<file path="config.mk">
export PLATFORM = sky130hd
export DESIGN_NAME = pulse_channel_gen
export DESIGN_NICKNAME = d
export VERILOG_FILES = /design/src/rtl/pcg_pkg.sv /design/src/rtl/pcg_prescaler.sv /design/src/rtl/pcg_phase_fsm.sv /design/src/rtl/pulse_channel_gen.sv
export SDC_FILE = /design/constraint.sdc
export NUM_CORES = 1
export LEC_CHECK = 0
export BUFFER_PORTS_ARGS = -buffer_cell sky130_fd_sc_hd__clkbuf_2
export CAP_MARGIN = 20
export CORE_ASPECT_RATIO = 0.75
export CORE_MARGIN = 4
export CORE_UTILIZATION = 26
export CTS_CLUSTER_SIZE = 40
export DETAILED_ROUTE_END_ITERATION = 8
export GPL_TIMING_DRIVEN = 1
export PLACE_DENSITY = 0.53
export SLEW_MARGIN = 0
export SYNTH_ARGS = -nofsm -noshare
export SYNTH_HDL_FRONTEND = slang
export SYNTH_SLANG_ARGS = --single-unit
</file>
<file path="constraint.sdc">
create_clock -name clk -period 2.8 [get_ports clk]
set_input_delay 0.14 -clock clk [delete_from_list [all_inputs] [get_ports clk]]
set_output_delay 0.14 -clock clk [all_outputs]
set_load 0.05 [all_outputs]
</file>
<file path="src/rtl/pcg_pkg.sv">
package pcg_pkg;
    typedef enum logic [1:0] {
        ST_IDLE = 2'd0,
        ST_HOLD = 2'd1,
        ST_HIGH = 2'd2,
        ST_LOW  = 2'd3
    } pcg_state_e;
endpackage

</file>
<file path="src/rtl/pcg_prescaler.sv">
module pcg_prescaler #(
    parameter int DIV_W = 16
) (
    input  logic             clk,
    input  logic             rst_n,
    input  logic             clear_i,
    input  logic             run_i,
    input  logic [DIV_W-1:0] div_i,
    output logic             tick_o
);
    logic [DIV_W-1:0] phase_q;

    assign tick_o = run_i && (phase_q == div_i - DIV_W'(1));

    always_ff @(posedge clk or negedge rst_n) begin
        if (!rst_n) begin
            phase_q <= '0;
        end else if (clear_i) begin
            phase_q <= '0;
        end else if (run_i) begin
            phase_q <= tick_o ? '0 : phase_q + DIV_W'(1);
        end
    end

    // the phase counter never passes the divider while running
    assert_phase_in_range_R1: assert property (@(posedge clk) disable iff (!rst_n)
        run_i |-> (phase_q < div_i));
endmodule

</file>
<file path="src/rtl/pcg_phase_fsm.sv">
module pcg_phase_fsm
    import pcg_pkg::*;
#(
    parameter int DIV_W = 16,
    parameter int CNT_W = 16
) (
    input  logic             clk,
    input  logic             rst_n,
    input  logic             start_i,
    input  logic [DIV_W-1:0] cfg_div_i,
    input  logic [CNT_W-1:0] cfg_delay_i,
    input  logic [CNT_W-1:0] cfg_high_i,
    input  logic [CNT_W-1:0] cfg_low_i,
    input  logic             cfg_idle_i,
    input  logic             cfg_oneshot_i,
    input  logic             tick_i,
    output logic             accept_o,
    output logic             run_o,
    output logic [DIV_W-1:0] div_o,
    output logic             busy_o,
    output logic             wave_o
);
    localparam logic [CNT_W-1:0] ONE_C = CNT_W'(1);
    localparam logic [DIV_W-1:0] ONE_D = DIV_W'(1);

    pcg_state_e       st_q, st_d;
    logic [CNT_W-1:0] cnt_q, cnt_d;
    logic [CNT_W-1:0] hi_q, lo_q;
    logic [DIV_W-1:0] div_q;
    logic             idle_q, os_q;
    logic [CNT_W-1:0] hi_fix, lo_fix;

    assign hi_fix = (cfg_high_i == '0) ? ONE_C : cfg_high_i;
    assign lo_fix = (cfg_low_i  == '0) ? ONE_C : cfg_low_i;

    // next-state decode
    always_comb begin
        st_d     = st_q;
        cnt_d    = cnt_q;
        accept_o = 1'b0;
        unique case (st_q)
            ST_IDLE: begin
                if (start_i) begin
                    accept_o = 1'b1;
                    if (cfg_delay_i == '0) begin
                        st_d  = ST_HIGH;
                        cnt_d = hi_fix;
                    end else begin
                        st_d  = ST_HOLD;
                        cnt_d = cfg_delay_i;
                    end
                end
            end
            ST_HOLD: begin
                if (tick_i) begin
                    if (cnt_q == ONE_C) begin
                        st_d  = ST_HIGH;
                        cnt_d = hi_q;
                    end else begin
                        cnt_d = cnt_q - ONE_C;
                    end
                end
            end
            ST_HIGH: begin
                if (tick_i) begin
                    if (cnt_q == ONE_C) begin
                        st_d  = ST_LOW;
                        cnt_d = lo_q;
                    end else begin
                        cnt_d = cnt_q - ONE_C;
                    end
                end
            end
            ST_LOW: begin
                if (tick_i) begin
                    if (cnt_q == ONE_C) begin
                        st_d  = os_q ? ST_IDLE : ST_HIGH;
                        cnt_d = os_q ? '0 : hi_q;
                    end else begin
                        cnt_d = cnt_q - ONE_C;
                    end
                end
            end
        endcase
    end

    // state register
    always_ff @(posedge clk or negedge rst_n) begin
        if (!rst_n) begin
            st_q   <= ST_IDLE;
            cnt_q  <= '0;
            hi_q   <= ONE_C;
            lo_q   <= ONE_C;
            div_q  <= ONE_D;
            idle_q <= 1'b0;
            os_q   <= 1'b1;
        end else begin
            st_q  <= st_d;
            cnt_q <= cnt_d;
            if (accept_o) begin
                hi_q   <= hi_fix;
                lo_q   <= lo_fix;
                div_q  <= (cfg_div_i == '0) ? ONE_D : cfg_div_i;
                idle_q <= cfg_idle_i;
                os_q   <= cfg_oneshot_i;
            end
        end
    end

    // outputs
    always_comb begin
        unique case (st_q)
            ST_IDLE: wave_o = cfg_idle_i;
            ST_HOLD: wave_o = idle_q;
            ST_HIGH: wave_o = 1'b1;
            ST_LOW:  wave_o = 1'b0;
        endcase
        busy_o = (st_q != ST_IDLE);
        run_o  = busy_o;
        div_o  = div_q;
    end

    // between ticks a running lane keeps its state
    assert_move_on_tick_R1: assert property (@(posedge clk) disable iff (!rst_n)
        (st_q != ST_IDLE && !tick_i) |=> (st_q == $past(st_q)));
    // an active phase never holds a zero count
    assert_count_nonzero_R3: assert property (@(posedge clk) disable iff (!rst_n)
        (st_q == ST_HIGH || st_q == ST_LOW) |-> (cnt_q != '0));
    // the low phase is entered only from the high phase
    assert_low_after_high_R2: assert property (@(posedge clk) disable iff (!rst_n)
        (st_q == ST_LOW && $past(st_q) != ST_LOW) |-> ($past(st_q) == ST_HIGH));
    // captured settings hold while busy
    assert_cfg_frozen_R8: assert property (@(posedge clk) disable iff (!rst_n)
        busy_o |=> ($stable(hi_q) && $stable(lo_q) && $stable(div_q) && $stable(os_q)));
    // a free-running lane never drops busy
    assert_freerun_stays_R7: assert property (@(posedge clk) disable iff (!rst_n)
        (busy_o && !os_q) |=> busy_o);
endmodule

</file>
<file path="src/rtl/pulse_channel_gen.sv">
module pulse_channel_gen #(
    parameter int DIV_W = 16,
    parameter int CNT_W = 16
) (
    input  logic             clk,
    input  logic             rst_n,
    input  logic             start_i,
    input  logic [DIV_W-1:0] cfg_div_i,
    input  logic [CNT_W-1:0] cfg_delay_i,
    input  logic [CNT_W-1:0] cfg_high_i,
    input  logic [CNT_W-1:0] cfg_low_i,
    input  logic             cfg_idle_i,
    input  logic             cfg_oneshot_i,
    output logic             busy_o,
    output logic             wave_o
);
    logic             tick;
    logic             accept;
    logic             run;
    logic [DIV_W-1:0] div_cur;

    pcg_prescaler #(.DIV_W(DIV_W)) u_pre (
        .clk     (clk),
        .rst_n   (rst_n),
        .clear_i (accept),
        .run_i   (run),
        .div_i   (div_cur),
        .tick_o  (tick)
    );

    pcg_phase_fsm #(.DIV_W(DIV_W), .CNT_W(CNT_W)) u_fsm (
        .clk           (clk),
        .rst_n         (rst_n),
        .start_i       (start_i),
        .cfg_div_i     (cfg_div_i),
        .cfg_delay_i   (cfg_delay_i),
        .cfg_high_i    (cfg_high_i),
        .cfg_low_i     (cfg_low_i),
        .cfg_idle_i    (cfg_idle_i),
        .cfg_oneshot_i (cfg_oneshot_i),
        .tick_i        (tick),
        .accept_o      (accept),
        .run_o         (run),
        .div_o         (div_cur),
        .busy_o        (busy_o),
        .wave_o        (wave_o)
    );

    // an accepted start raises busy at the next edge
    assert_start_busy_R9: assert property (@(posedge clk) disable iff (!rst_n)
        (start_i && !busy_o) |=> busy_o);
endmodule

</file>
After elaboration in Yosys (flattened, before gate mapping)

Cells that the tools add are included.
W data, S select, Z words.

Add/sub/neg operators: 3
Equality and inequality tests: 12
Muxes and demuxes: 29
Reductions and logical operators: 10

Operators by type and width:

| kind                    | count |
|---|---|
| $mux W16                | 15 |
| $logic_not A16 Y1       | 4 |
| $pmux W16 S4            | 1 |
| $sub A16 B1 Y16 const B | 2 |
| $mux W2                 | 9 |
| $add A16 B1 Y16 const B | 1 |
| $eq A16 B1 Y1 const B   | 1 |
| $eq A16 B16 Y1          | 1 |
| $ne A2 B2 Y1 const B    | 4 |
| $pmux W2 S4             | 1 |
| $reduce_and A7 Y1       | 1 |
| $ne A2 B1 Y1 const B    | 3 |
| $eq A2 B2 Y1 const B    | 2 |
| $pmux W1 S4             | 1 |
| $reduce_and A4 Y1       | 1 |
| $reduce_bool A2 Y1      | 2 |
| $eq A2 B1 Y1 const B    | 1 |
| $logic_not A2 Y1        | 1 |
| $mux W1                 | 2 |
| $logic_and A1 B1 Y1     | 1 |

Register bits: 84
Input port bits: 69

Logic depth before layout (Yosys ltp)

Gate-level depths: netlist (run 1).

Depth in word-level cells: 6
Gate-level depth with buffers: 10
Depth with buffers taken out: 9

Hierarchy

A second synthesis (run 1) with hierarchy kept.

Cell total of the unflattened synthesis: 549
Area total of the unflattened synthesis: 5,151.2 um^2

Modules (own cells, without submodules):

| module        | instances | cells an instance | area an instance (um^2) | sequential area each (um^2) |
|---|---|---|---|---|
| pcg_phase_fsm | 1         | 361               | 3,611.0                 | 1,706.6 |
| pcg_prescaler | 1         | 188               | 1,540.2                 | 400.4 |

Worst setup path after synthesis (run 1)

Ideal clock, no wire load.

Kind: register to register
Start point: reg u_fsm.div_q[0] (netlist: u_fsm.div_o[0])
End point: reg u_fsm.cnt_q[13]
Arrival time: 2,900 ps
Required time: 2,674 ps
Slack: -226 ps
Cell stages (with the launch flop): 11
Buffers on the path: 1
Period minus slack after synthesis: 3,026 ps
Cell sequence: dfstp_2 -> inv_1 -> ha_1 -> or3b_2 -> nor4_1 -> mux2_2 -> a31oi_1 -> o2111ai_4 -> and2_4 -> buf_6 -> o32a_1

Cells in the longest elaborated chain, start to end: 5
Elaborated cells between the ends (all ways): 7
Those cells by class: 1 x add/sub; 4 x eq/ne; 2 x reduce/logical

Ends and longest elaborated chain:

| item                                   | RTL line             | source |
|---|---|---|
| start, declared                        | pcg_phase_fsm.sv:29  | `logic [DIV_W-1:0] div_q;` |
| start signal, assigned                 | pcg_phase_fsm.sv:103 | `div_q <= (cfg_div_i == '0) ? ONE_D : cfg_div_i;` |
| $sub A16 B1 Y16 (*)                    | pcg_prescaler.sv:13  | `assign tick_o = run_i && (phase_q == div_i - DIV_W'(1));` |
| $eq A16 B16 Y1 (*)                     | pcg_prescaler.sv:13  |  |
| $logic_and A1 B1 Y1 (*)                | pcg_prescaler.sv:13  |  |
| $ne A2 B2 Y1 (no source line)          | --                   |  |
| $reduce_and A4 Y1 (no source line) (*) | --                   |  |
| end signal, assigned                   | pcg_phase_fsm.sv:99  | `cnt_q <= cnt_d;` |
| end, declared                          | pcg_phase_fsm.sv:27  | `logic [CNT_W-1:0] cnt_q, cnt_d;` |

Every way passes the cells marked *; elsewhere a longest branch is shown, timed or not.
A chain may end at the register's enable or synchronous reset.

Final worst setup path (run 1)

Start point: reg u_fsm.div_q[1] (netlist: u_fsm.div_o[1])
End point: reg u_fsm.cnt_q[5]

The elaborated chain is that of the path after synthesis.

==> results of run 1 <==
-- cell usage after synthesis, drive strengths merged (2+ instances only) --
| cell | number |
|---|---|
| a211oi | 11 |
| a21oi | 23 |
| a221o | 3 |
| a221oi | 8 |
| a22oi | 5 |
| a31oi | 15 |
| a41oi | 2 |
| and2 | 3 |
| and3 | 4 |
| and4 | 4 |
| buf | 4 |
| clkbuf | 33 |
| dfrtp | 80 |
| dfstp | 4 |
| ha | 4 |
| inv | 13 |
| mux2 | 4 |
| mux2i | 5 |
| nand2 | 171 |
| nand3 | 22 |
| nand3b | 2 |
| nand4 | 11 |
| nor2 | 37 |
| nor2b | 3 |
| nor3 | 19 |
| nor4 | 20 |
| o211ai | 8 |
| o21ai | 20 |
| o311ai | 14 |
| o31a | 2 |
| o31ai | 3 |
| o32a | 2 |
| or2 | 4 |
| or3 | 6 |
| or4 | 4 |
| xnor2 | 11 |
| xor2 | 8 |
-- placed cells by master, fill, tap and decap left out, drive strengths merged, types with 5 or more instances in the layout --
cell	count
nand2	171
dfrtp	80
clkbuf	80
buf	47
nor2	37
a21oi	23
nand3	22
dlygate4sd3	20
o21ai	20
nor4	20
nor3	19
inv	17
a31oi	15
o311ai	14
xnor2	11
nand4	11
a211oi	11
xor2	8
o211ai	8
a221oi	8
or3	6
a22oi	5
mux2i	5
-- registers in the layout, summed over array words and instances (netlist names) --
name           flops
u_fsm.st_q         2
u_fsm.hi_q        16
u_fsm.div_o       16
u_fsm.idle_q       1
u_fsm.lo_q        16
u_pre.phase_q     16
u_fsm.os_q         1
u_fsm.cnt_q       16
-- logic make-up after synthesis --
group                    count (synthesis)  share of synthesized area
adder cells (fa/ha/maj)                  4                     0.0100
buffers and inverters                   51                     0.0398
XOR/XNOR                                19                     0.0333
AO/OA/AOI/OAI                          127                      0.182
flip-flops                              84                      0.421
multiplexers                             9                     0.0190
AND/OR/NAND/NOR                        318                      0.294
-- per-layer routing --
layer  vias to the layer above  global-route usage  share of wire  routed length, um
li1                       2451                   -              -                  -
met5                         -                   0              0                  0
met1                      2448               0.238           0.51               8590
met3                        13              0.0373          0.056                954
met2                       140               0.216           0.43               7240
met4                         0              0.0324          0.011                189
-- worst min-delay path: cells and delay by family --
kind / cells / cell delay [ns]
simple gates: 2 / 0.10
buf+inv: 1 / 0.09
-- final timing paths --
path / cells after the start / slack [ns] / from / endpoint
min in group asynchronous: 3 / 0.38 / rst_n / u_fsm.div_o[5]$_DFFE_PN0P_
worst max-delay path: 9 / -0.07 / u_fsm.div_o[1]$_DFFE_PN0P_ / u_fsm.cnt_q[5]$_DFFE_PN0P_
worst min-delay path: 3 / 0.005 / cfg_low_i[8] / u_fsm.lo_q[8]$_DFFE_PN0P_
worst min register to register: 2 / 0.48 / u_fsm.os_q$_DFFE_PN1P_ / u_fsm.os_q$_DFFE_PN1P_
max in group asynchronous: 3 / 2.03 / rst_n / u_fsm.lo_q[0]$_DFFE_PN1P_
worst max register to register: 9 / -0.07 / u_fsm.div_o[1]$_DFFE_PN0P_ / u_fsm.cnt_q[5]$_DFFE_PN0P_
-- final cells by class --
class / instances / area [um^2]
timing repair buffer: 137 / 988
multi-input combinational: 479 / 2880
inverter: 14 / 52.6
clock buffer: 10 / 229
fill: 1896 / 12000
tap: 247 / 309
sequential: 84 / 2110
clock inverter: 6 / 78.8
-- per-stage QoR --
stage | cell area, um^2 | util | hold WS (ns)
detailed placement | 5870 | 0.314 | 0.224
CTS | 6470 | 0.346 | 0.00311
global route | 6650 | 0.356 | 0.00171
finish | 6650 | 0.356 | 0.00516
floorplan | 5030 | - | -0.156
global placement | 5870 | 0.314 | 0.232
-- power groups by stage --
stage	registers (mW)	logic (mW)	clock network, mW
finish	1.57	0.874	1.27
global route	1.59	0.968	1.34
CTS	1.56	0.824	1.30
detailed placement	1.58	0.774	0
global placement	1.58	0.770	0
floorplan	1.54	0.490	0
-- repair_timing --
action,4_1_cts,5_1_grt
resized for setup,21,22
hold endpoints to repair,99,0
hold buffers,20,0
setup buffers,3,5
endpoints found under the setup margin,19,32
gates cloned,1,3
pin swaps,11,7
==> summary.txt, run 1 <==
Power
  • Psw: 1.18 mW
  • VDD IR-drop max: 0.277 mV
  • Combinational power share: 0.236
  • Lkg Pwr: 2.88 nW
  • Sw frac: 0.319
  • Sequential share of power: 0.423
  • Internal power: 2.52 mW
  • Clock power frac: 0.342
  • P per Cell Area: 558 nW/um^2
  • Design Power: 3.71 mW

Finish
  • Share of cells above drive strength 1: 0.236
  • Final net count: 798
  • Non-Filler Instances: 977
  • Layout area overhead: 32.9%
  • N_diodes: 0

Floorplan
  • # rows: 43
  • Number of I/O pins: 71
  • CORE AREA: 18700 um^2
  • Initial Utilization: 0.268
  • Die height: 128 um
  • Die Wd: 168 um
  • Full die area: 21500 um^2

Timing
  • Clk_skew: 0.0107 ns
  • Slew Limit Headroom: 0.564
  • Worst-Margin Slew: 0.651 ns
  • RSZ-0062 raised after global routing: true
  • Post-route setup TNS: -0.387 ns
  • Setup Viol. Count Final: 13
  • Tmin final: 2.87 ns
  • F_max: 348 MHz
  • Final worst-path cycle share: 1.03
  • Slew Limit Fails: 0
  • Final Hold Violating Endpoints: 0
  • Min setup slack post-route: -0.0707 ns

Route
  • DR vias/cell: 5.17
  • Remaining DRCs: 0
  • Routed via count: 5052
  • First-pass DRT Iterations: 4
  • Post-route antenna net violation count: 0
  • Iteration-0 DRC Markers: 351
  • Routed WL: 17000 um
  • WL per Instance: 17.4 um

Yosys
  • Post-synthesis register bit count: 84
  • Syn_area_per_cell: 8.17 um^2
  • Netlist cell types: 63
  • Top FF cell, synth: dfrtp_1
  • Yosys top cell by area: dfrtp_1
  • Sequential share of the synthesized area: 0.421
  • Mapped Nets: 685
  • Gate count after technology mapping: 612
  • Post-synth top area share: 0.400
  • Ys async rst share: 1.00
  • Syn. warnings: 0
  • Mapped cell area: 5000 um^2
  • Number of flops mapped to enable cells by yosys: 0
  • Synth area leaders: dfrtp_1, nand2_1, nor2_1, clkbuf_1, nor4_1

Worst setup path
  • Crit path capture type: flip-flop
  • CP arrival: 3.11 ns
  • Crit path max-delay family: simple AND/OR/NAND/NOR gates
  • Startpoint types: flip-flop
  • Buf/Inv on CP: 1
  • CP Class: flip-flop to flip-flop
  • Worst stage delay on the critical path: 0.42 ns
  • Worst path slowest cell: or3b_4
  • Crit-path cells: inv_2 > ha_4 > or3b_4 > or3_4 > mux2_4 > a31oi_4 > o2111ai_4 > and2_4 > mux2_4
  • CP Data Required Time: 3.04 ns
  • Cell mode on critical path: mux2_4
  • Worst Path Max Fanout: 7

Run
  • Max_cap viols: 0

GRT
  • Initial antenna violation count: 0
  • Grt ovf: 0
  • First-pass GRT wire length: 26400 um
  • Total GRT Usage: 0.154
  • Vias in the first global route: 4658
  • Largest net degree at the start of global routing: 85

Placed design
  • Detail Placement HPWL: 11600 um
  • # port buffers: 70
  • Placed instance count: 929
  • Routability cong.: 0.852
  • Dpl ws: -0.113 ns

Clock network
  • Total CTS buffers: 9
  • Deepest clock path buffer count: 2
  • CTS H-tree lvls: 3
  • Clock slew at reported path FFs: 0.07 ns
  • CTS Sinks: 84
  • Worst skew pair latency: 0.36 ns
  • CTS tree: done
  • CTS root buffer: clkbuf_16

Outcome
  • Status: complete, but fails checks
  • Failing checks: negative setup slack

Hold path
  • Hold Crit Class: primary input to flip-flop
Note: power is estimated with default switching activity, not from simulation.
==> run 2, diff against run 1 <==
CORE_UTILIZATION = 30   (was 26)
GPL_TIMING_DRIVEN = 0   (was 1)
PLACE_DENSITY = 0.58   (was 0.53)
==> summary.txt, run 2 (same netlist as run 1, synthesis figures left out) <==
Outcome
  • Status: complete, but fails checks
  • Failing checks: negative setup slack

Clock network
  • Total CTS buffers: 9 (unchanged)
  • Clock slew at reported path FFs: 0.07 ns (about the same)
  • Worst skew pair latency: 0.36 ns (about the same)
  • Deepest clock path buffer count: 2 (unchanged)
  • CTS H-tree lvls: 3 (unchanged)
  • CTS tree: done
  • CTS Sinks: 84 (unchanged)
  • CTS root buffer: clkbuf_16

Worst setup path
  • CP Data Required Time: 3.04 ns (about the same)
  • CP arrival: 3.24 ns (+0.13 ns)
  • Worst Path Max Fanout: 6 (-1)
  • Crit path capture type: flip-flop
  • FF-to-FF path depth: 9 (unchanged)
  • CP Class: flip-flop to flip-flop
  • Startpoint types: flip-flop

Power
  • Lkg Pwr: 2.82 nW (-2.3%)
  • P per Cell Area: 546 nW/um^2 (-2.1%)
  • VDD IR-drop max: 0.305 mV (+10%)
  • Design Power: 3.65 mW (-1.5%)

Route
  • Routed via count: 5176 (+2.5%)
  • Post-route antenna net violation count: 0 (unchanged)
  • Iteration-0 DRC Markers: 562 (+60%)
  • Routed WL: 17300 um (+1.9%)
  • First-pass DRT Iterations: 5 (+1)
  • WL per Instance: 18.2 um (+4.5%)
  • DR vias/cell: 5.43 (+5.0%)
  • Remaining DRCs: 0 (unchanged)

Finish
  • Layout area overhead: 33.7%
  • Final net count: 811 (+1.6%)
  • Share of cells above drive strength 1: 0.219 (-0.0162)
  • Util after Layout: 0.413 (+0.0575)
  • Most common cell after layout, fill and taps aside: nand2_1
  • Fillers: 1618 (-15%)
  • Commonest cells after routing, fill and taps aside: nand2_1, dfrtp_1, clkbuf_2, nor2_1, clkbuf_1
  • N_diodes: 0 (unchanged)
  • Post-route cell area: 6680 um^2 (+0.56%)
  • Non-Filler Instances: 953 (-2.5%)

GRT
  • First-pass GRT wire length: 27100 um (+2.7%)
  • Total GRT Usage: 0.185 (+0.0308)
  • Vias in the first global route: 4884 (+4.9%)
  • Largest net degree at the start of global routing: 51 (-40%)
  • Initial antenna violation count: 0 (unchanged)
  • Met3 usage: 0.0400 (+0.00271)
  • Global route hottest layer: met1
  • Met2 Track Usage GR: 0.270 (+0.0533)
  • Grt ovf: 0 (unchanged)
  • Met1 usage: 0.274 (+0.0364)

Placed design
  • # port buffers: 70 (unchanged)
  • Detail Placement HPWL: 12100 um (+4.8%)
  • Routability cong.: 0.930 (+9.2%)
  • Placed instance count: 893 (-3.9%)
  • DP Area: 5670 um^2 (-3.3%)

Floorplan
  • Initial Utilization: 0.309 (+0.0415)
  • CORE AREA: 16200 um^2 (-13%)
  • Die Wd: 157 um (-6.6%)
  • Full die area: 18800 um^2 (-13%)
  • Number of I/O pins: 71 (unchanged)
  • # rows: 40 (-7.0%)
  • Die height: 120 um (-6.5%)

Run
  • Max_cap viols: 0 (unchanged)

Timing
  • Tmin final: 3.00 ns (+0.127 ns)
  • Slew Limit Headroom: 0.450 (-0.115)
  • Min setup slack post-route: -0.198 ns (-0.127 ns)
  • Slew Limit Fails: 0 (unchanged)
  • Worst-Margin Slew: 0.826 ns (+0.174 ns)
  • F_max: 334 MHz (-4.2%)
  • Clk_skew: 0.00679 ns (-0.00389 ns)
  • RSZ-0062 raised after global routing: true
  • Hold_ws: 0.00384 ns (-0.00132 ns)
  • Final Hold Violating Endpoints: 0 (unchanged)
  • Final worst-path cycle share: 1.07 (+0.0453)
  • Setup Viol. Count Final: 32 (+19)

Hold path
  • Hold Path Cell Cnt: 3 (unchanged)
  • Hold Crit Class: primary input to flip-flop
run 2: cell types whose count changed in the layout (fill, tap and decap cells not counted), sizes merged:
cell	previous run	this run
clkbuf	80	111
buf	47	28
dlygate4sd3	20	23
clkinv	2	4
inv	17	15
and2	4	3
bufinv	1	0
run 2: area by class of cell:
class | instances | area, um^2 | area share
clock buffers | 11 | 253 | 0.0378
well taps | 210 | 263 | 0.0393
clock inverters | 5 | 43.8 | 0.00655
repair buffers | 115 | 806 | 0.121
plain buffers | 36 | 193 | 0.0288
inverters | 14 | 52.6 | 0.00786
flip-flops and latches | 84 | 2110 | 0.316
multi-input cells | 478 | 2960 | 0.443
run 2: worst max-delay path: stages, from the launching register on:
cell	delay, ns
dfrtp_1	0.40
or4_4	0.52
buf_6	0.15
or3_4	0.33
a2111oi_4	0.29
o2111a_2	0.29
o2111ai_4	0.18
and2_4	0.25
buf_8	0.14
o32a_1	0.33
run 2: per-stage QoR:
step,setup WS [ns],setup TNS (ns)
after floorplan,-0.0216,-0.0433
after global placement,-0.344,-8.46
after detailed placement,-0.368,-8.91
after CTS,-0.207,-2.71
after global routing,-0.286,-6.14
final,-0.198,-2.63
run 2: path summary, 6_finish.rpt:
kind,start,endpoint,slack [ns]
worst max-delay path,u_fsm.div_o[1]$_DFFE_PN0P_,u_fsm.cnt_q[13]$_DFFE_PN0P_,-0.20
worst min-delay path,cfg_low_i[10],u_fsm.lo_q[10]$_DFFE_PN0P_,0.004
worst max register to register,u_fsm.div_o[1]$_DFFE_PN0P_,u_fsm.cnt_q[13]$_DFFE_PN0P_,-0.20
worst min register to register,u_fsm.idle_q$_DFFE_PN0P_,u_fsm.idle_q$_DFFE_PN0P_,0.47
max in group asynchronous,rst_n,u_fsm.hi_q[0]$_DFFE_PN1P_,1.78
min in group asynchronous,rst_n,u_pre.phase_q[14]$_DFFE_PN0P_,0.34
run 2: report_power, final:
group | switching (mW) | internal (mW)
clock | 0.548 | 0.661
combinational | 0.452 | 0.393
sequential | 0.204 | 1.39
total | 1.20 | 2.45
run 2: timing repair:
item	4_1_cts	5_1_grt
hold endpoints to repair	54	0
gates resized for setup	37	39
pin swaps	15	12
endpoints found under the setup margin	35	35
hold buffers	23	0
buffers inserted	12	9
gates cloned	3	0
run 2: layer usage:
metal,up-vias,share of wire,wire (um)
li1,2478,-,-
met1,2507,0.49,8410
met2,172,0.44,7670
met3,19,0.059,1010
met4,0,0.012,213
met5,-,0,0
==> run 3, diff against run 2 <==
SYNTH_HIERARCHICAL = 1   (was unset)
==> summary.txt, run 3 <==
Outcome
  • Status: complete, but fails checks
  • Failing checks: negative setup slack

Yosys
  • Mapped Nets: 622 (-9.2%)
  • Mapped cell area: 5150 um^2 (+3.0%)
  • Syn. warnings: 6 (+6)
  • Count leader, synth: dfrtp_1
  • Top FF cell, synth: dfrtp_1
  • Sequential share of the synthesized area: 0.409 (-0.0124)
  • Post-synth top area share: 0.389 (-0.0118)
  • Synth area leaders: dfrtp_1, mux2_2, nand2_1, a21oi_1, nor4_1
  • Ys async rst share: 1.00 (unchanged)
  • Netlist cell types: 72 (+14%)
  • Syn_area_per_cell: 9.38 um^2 (+15%)
  • Yosys top cell by area: dfrtp_1
  • Post-synth top cells: dfrtp_1, nand2_1, mux2_2
  • Number of flops mapped to enable cells by yosys: 0 (unchanged)
  • Gate count after technology mapping: 549 (-10%)
  • Post-synthesis register bit count: 84 (unchanged)

Route
  • Routed via count: 4956 (-4.3%)
  • Remaining DRCs: 0 (unchanged)
  • WL per Instance: 19.9 um (+9.9%)
  • First-pass DRT Iterations: 7 (+2)
  • DR vias/cell: 5.65 (+4.0%)
  • Iteration-0 DRC Markers: 582 (+3.6%)
  • Routed WL: 17500 um (+1.1%)
  • Post-route antenna net violation count: 0 (unchanged)

Finish
  • Share of cells above drive strength 1: 0.328 (+0.108)
  • Area of the multi-input gates: 2990 um^2 (+0.93%)
  • Fillers: 1674 (+3.5%)
  • Layout area overhead: 27.6%
  • Util after Layout: 0.391 (-0.0227)
  • Commonest cells after routing, fill and taps aside: dfrtp_1, clkbuf_2, nand2_1, mux2_2, a21oi_1
  • N_diodes: 0 (unchanged)
  • Most common cell after layout, fill and taps aside: dfrtp_1
  • Non-Filler Instances: 877 (-8.0%)
  • Reg area: 2110 um^2 (about the same)
  • Final net count: 730 (-10%)

Timing
  • Min setup slack post-route: -0.363 ns (-0.166 ns)
  • Setup Viol. Count Final: 28 (-13%)
  • Clk_skew: 0.00877 ns (+0.00198 ns)
  • Tmin final: 3.16 ns (+0.166 ns)
  • RSZ-0062 raised after global routing: true
  • Slew Limit Headroom: 0.434 (-0.0151)
  • Final worst-path cycle share: 1.13 (+0.0593)
  • Hold_ws: 0.0258 ns (+0.0219 ns)
  • Slew Limit Fails: 0 (unchanged)
  • Final Hold Violating Endpoints: 0 (unchanged)
  • F_max: 316 MHz (-5.2%)
  • Worst-Margin Slew: 0.842 ns (+0.0161 ns)

GRT
  • First-pass GRT wire length: 26400 um (-2.8%)
  • Grt ovf: 0 (unchanged)
  • Vias in the first global route: 4761 (-2.5%)
  • Largest net degree at the start of global routing: 44 (-14%)
  • Total GRT Usage: 0.174 (-0.0108)
  • Initial antenna violation count: 0 (unchanged)

Placed design
  • # port buffers: 70 (unchanged)
  • Placed instance count: 835 (-6.5%)
  • Routability cong.: 0.946 (+1.7%)
  • Detail Placement HPWL: 12600 um (+3.7%)

Clock network
  • Total CTS buffers: 9 (unchanged)
  • CTS root buffer: clkbuf_16
  • CTS tree: done
  • Clock slew at reported path FFs: 0.07 ns (about the same)
  • Worst skew pair latency: 0.35 ns (about the same)
  • CTS H-tree lvls: 3 (unchanged)
  • Deepest clock path buffer count: 2 (unchanged)
  • CTS Sinks: 84 (unchanged)

Floorplan
  • CORE AREA: 16800 um^2 (+4.1%)
  • Number of I/O pins: 71 (unchanged)
  • Full die area: 19400 um^2 (+2.8%)
  • # rows: 41 (+2.5%)
  • Die Wd: 159 um (+1.4%)
  • Die height: 121 um (+1.4%)
  • Initial Utilization: 0.306 (-0.00315)

Hold path
  • Hold Crit Class: primary input to flip-flop

Worst setup path
  • Startpoint types: flip-flop
  • CP arrival: 3.45 ns (+0.21 ns)
  • Worst Path Max Fanout: 5 (-1)
  • CP Class: flip-flop to flip-flop
  • CP Data Required Time: 3.09 ns (+0.05 ns)
  • Crit path capture type: flip-flop

Power
  • P per Cell Area: 562 nW/um^2 (+2.9%)
  • VDD IR-drop max: 0.341 mV (+12%)
  • Lkg Pwr: 2.79 nW (-0.83%)
  • Design Power: 3.70 mW (+1.2%)

Run
  • Max_cap viols: 0 (unchanged)
[run 3: changes by cell type in the layout (fill, tap and decap cells not counted), moves of 8 or more]
| cell | before | now |
|---|---|---|
| nand2b_1 | 1 | 13 |
| clkbuf_1 | 25 | 17 |
| mux2_2 | 0 | 32 |
| nor2_1 | 35 | 26 |
| dlygate4sd3_1 | 23 | 1 |
| nand2_1 | 170 | 64 |
[run 3: cells by family (layout without fill, tap and decap cells)]
logic type,Yosys count,after routing,synth area share
flip-flops,84,84,0.409
AND/OR/NAND/NOR,224,224,0.248
XOR/XNOR,24,24,0.0408
multiplexers,34,34,0.0738
adder cells (fa/ha/maj),4,4,0.00972
buffers and inverters,46,159,0.0432
AO/OA/AOI/OAI,133,133,0.176
[run 3: per-stage QoR]
| step | TNS [ns] | area, um^2 | worst slack (ns) |
|---|---|---|---|
| after floorplan | -1.77 | 5210 | -0.242 |
| after global placement | -9.68 | 5830 | -0.718 |
| after detailed placement | -10.31 | 5860 | -0.767 |
| after CTS | -4.73 | 6340 | -0.371 |
| after global routing | -9.17 | 6580 | -0.483 |
| final | -4.52 | 6580 | -0.363 |
[run 3: final timing paths]
check | from | to | slack (ns) | cells after the start
max in group asynchronous | rst_n | u_fsm/div_o[0]$_DFFE_PN1P_ | 1.72 | 3
worst max register to register | u_fsm/div_o[1]$_DFFE_PN0P_ | u_fsm/cnt_q[2]$_DFFE_PN0P_ | -0.36 | 13
worst min-delay path | cfg_oneshot_i | u_fsm/os_q$_DFFE_PN1P_ | 0.03 | 2
worst min register to register | u_fsm/hi_q[9]$_DFFE_PN0P_ | u_fsm/hi_q[9]$_DFFE_PN0P_ | 0.49 | 2
min in group asynchronous | rst_n | u_fsm/cnt_q[12]$_DFFE_PN0P_ | 0.37 | 2
worst max-delay path | u_fsm/div_o[1]$_DFFE_PN0P_ | u_fsm/cnt_q[2]$_DFFE_PN0P_ | -0.36 | 13
[run 3: cell type report]
type	count	share of cell area
Tap cell	215	0.0409
Buffer	31	0.0289
Timing Repair Buffer	100	0.101
Sequential cell	84	0.321
Multi-Input combinational cell	419	0.455
Clock buffer	9	0.0343
Inverter	12	0.00799
Clock inverter	7	0.0108
[run 3: layer usage]
metal / track usage / part of all wire
met1: 0.254 / 0.46
met2: 0.248 / 0.43
met3: 0.0537 / 0.094
met4: 0.0488 / 0.013
met5: 0 / 0
[run 3: what timing repair did]
action / 4_1_cts / 5_1_grt
endpoints found under the setup margin: 31 / 32
hold buffers: 1 / 0
setup buffers: 19 / 7
pin swaps: 11 / 23
endpoints found under the hold margin: 39 / 0
gates resized for setup: 9 / 37
gates cloned: 0 / 2
[run 3: critical path, cell delays in order, from the launching register on]
cell,delay [ns]
dfrtp_2,0.43
inv_2,0.08
ha_4,0.13
or3b_4,0.39
nor4_4,0.26
nand3_2,0.12
xnor2_2,0.16
nor4_2,0.34
nand4_2,0.17
buf_6,0.17
inv_8,0.07
nand3_1,0.24
o22ai_1,0.36
a221o_1,0.17
[run 3: power breakdown]
group          total [mW]  internal [mW]  switching [mW]
Sequential           1.63           1.40           0.226
Combinational       0.844          0.412           0.433
Clock                1.22          0.635           0.589
Total                3.70           2.45            1.25
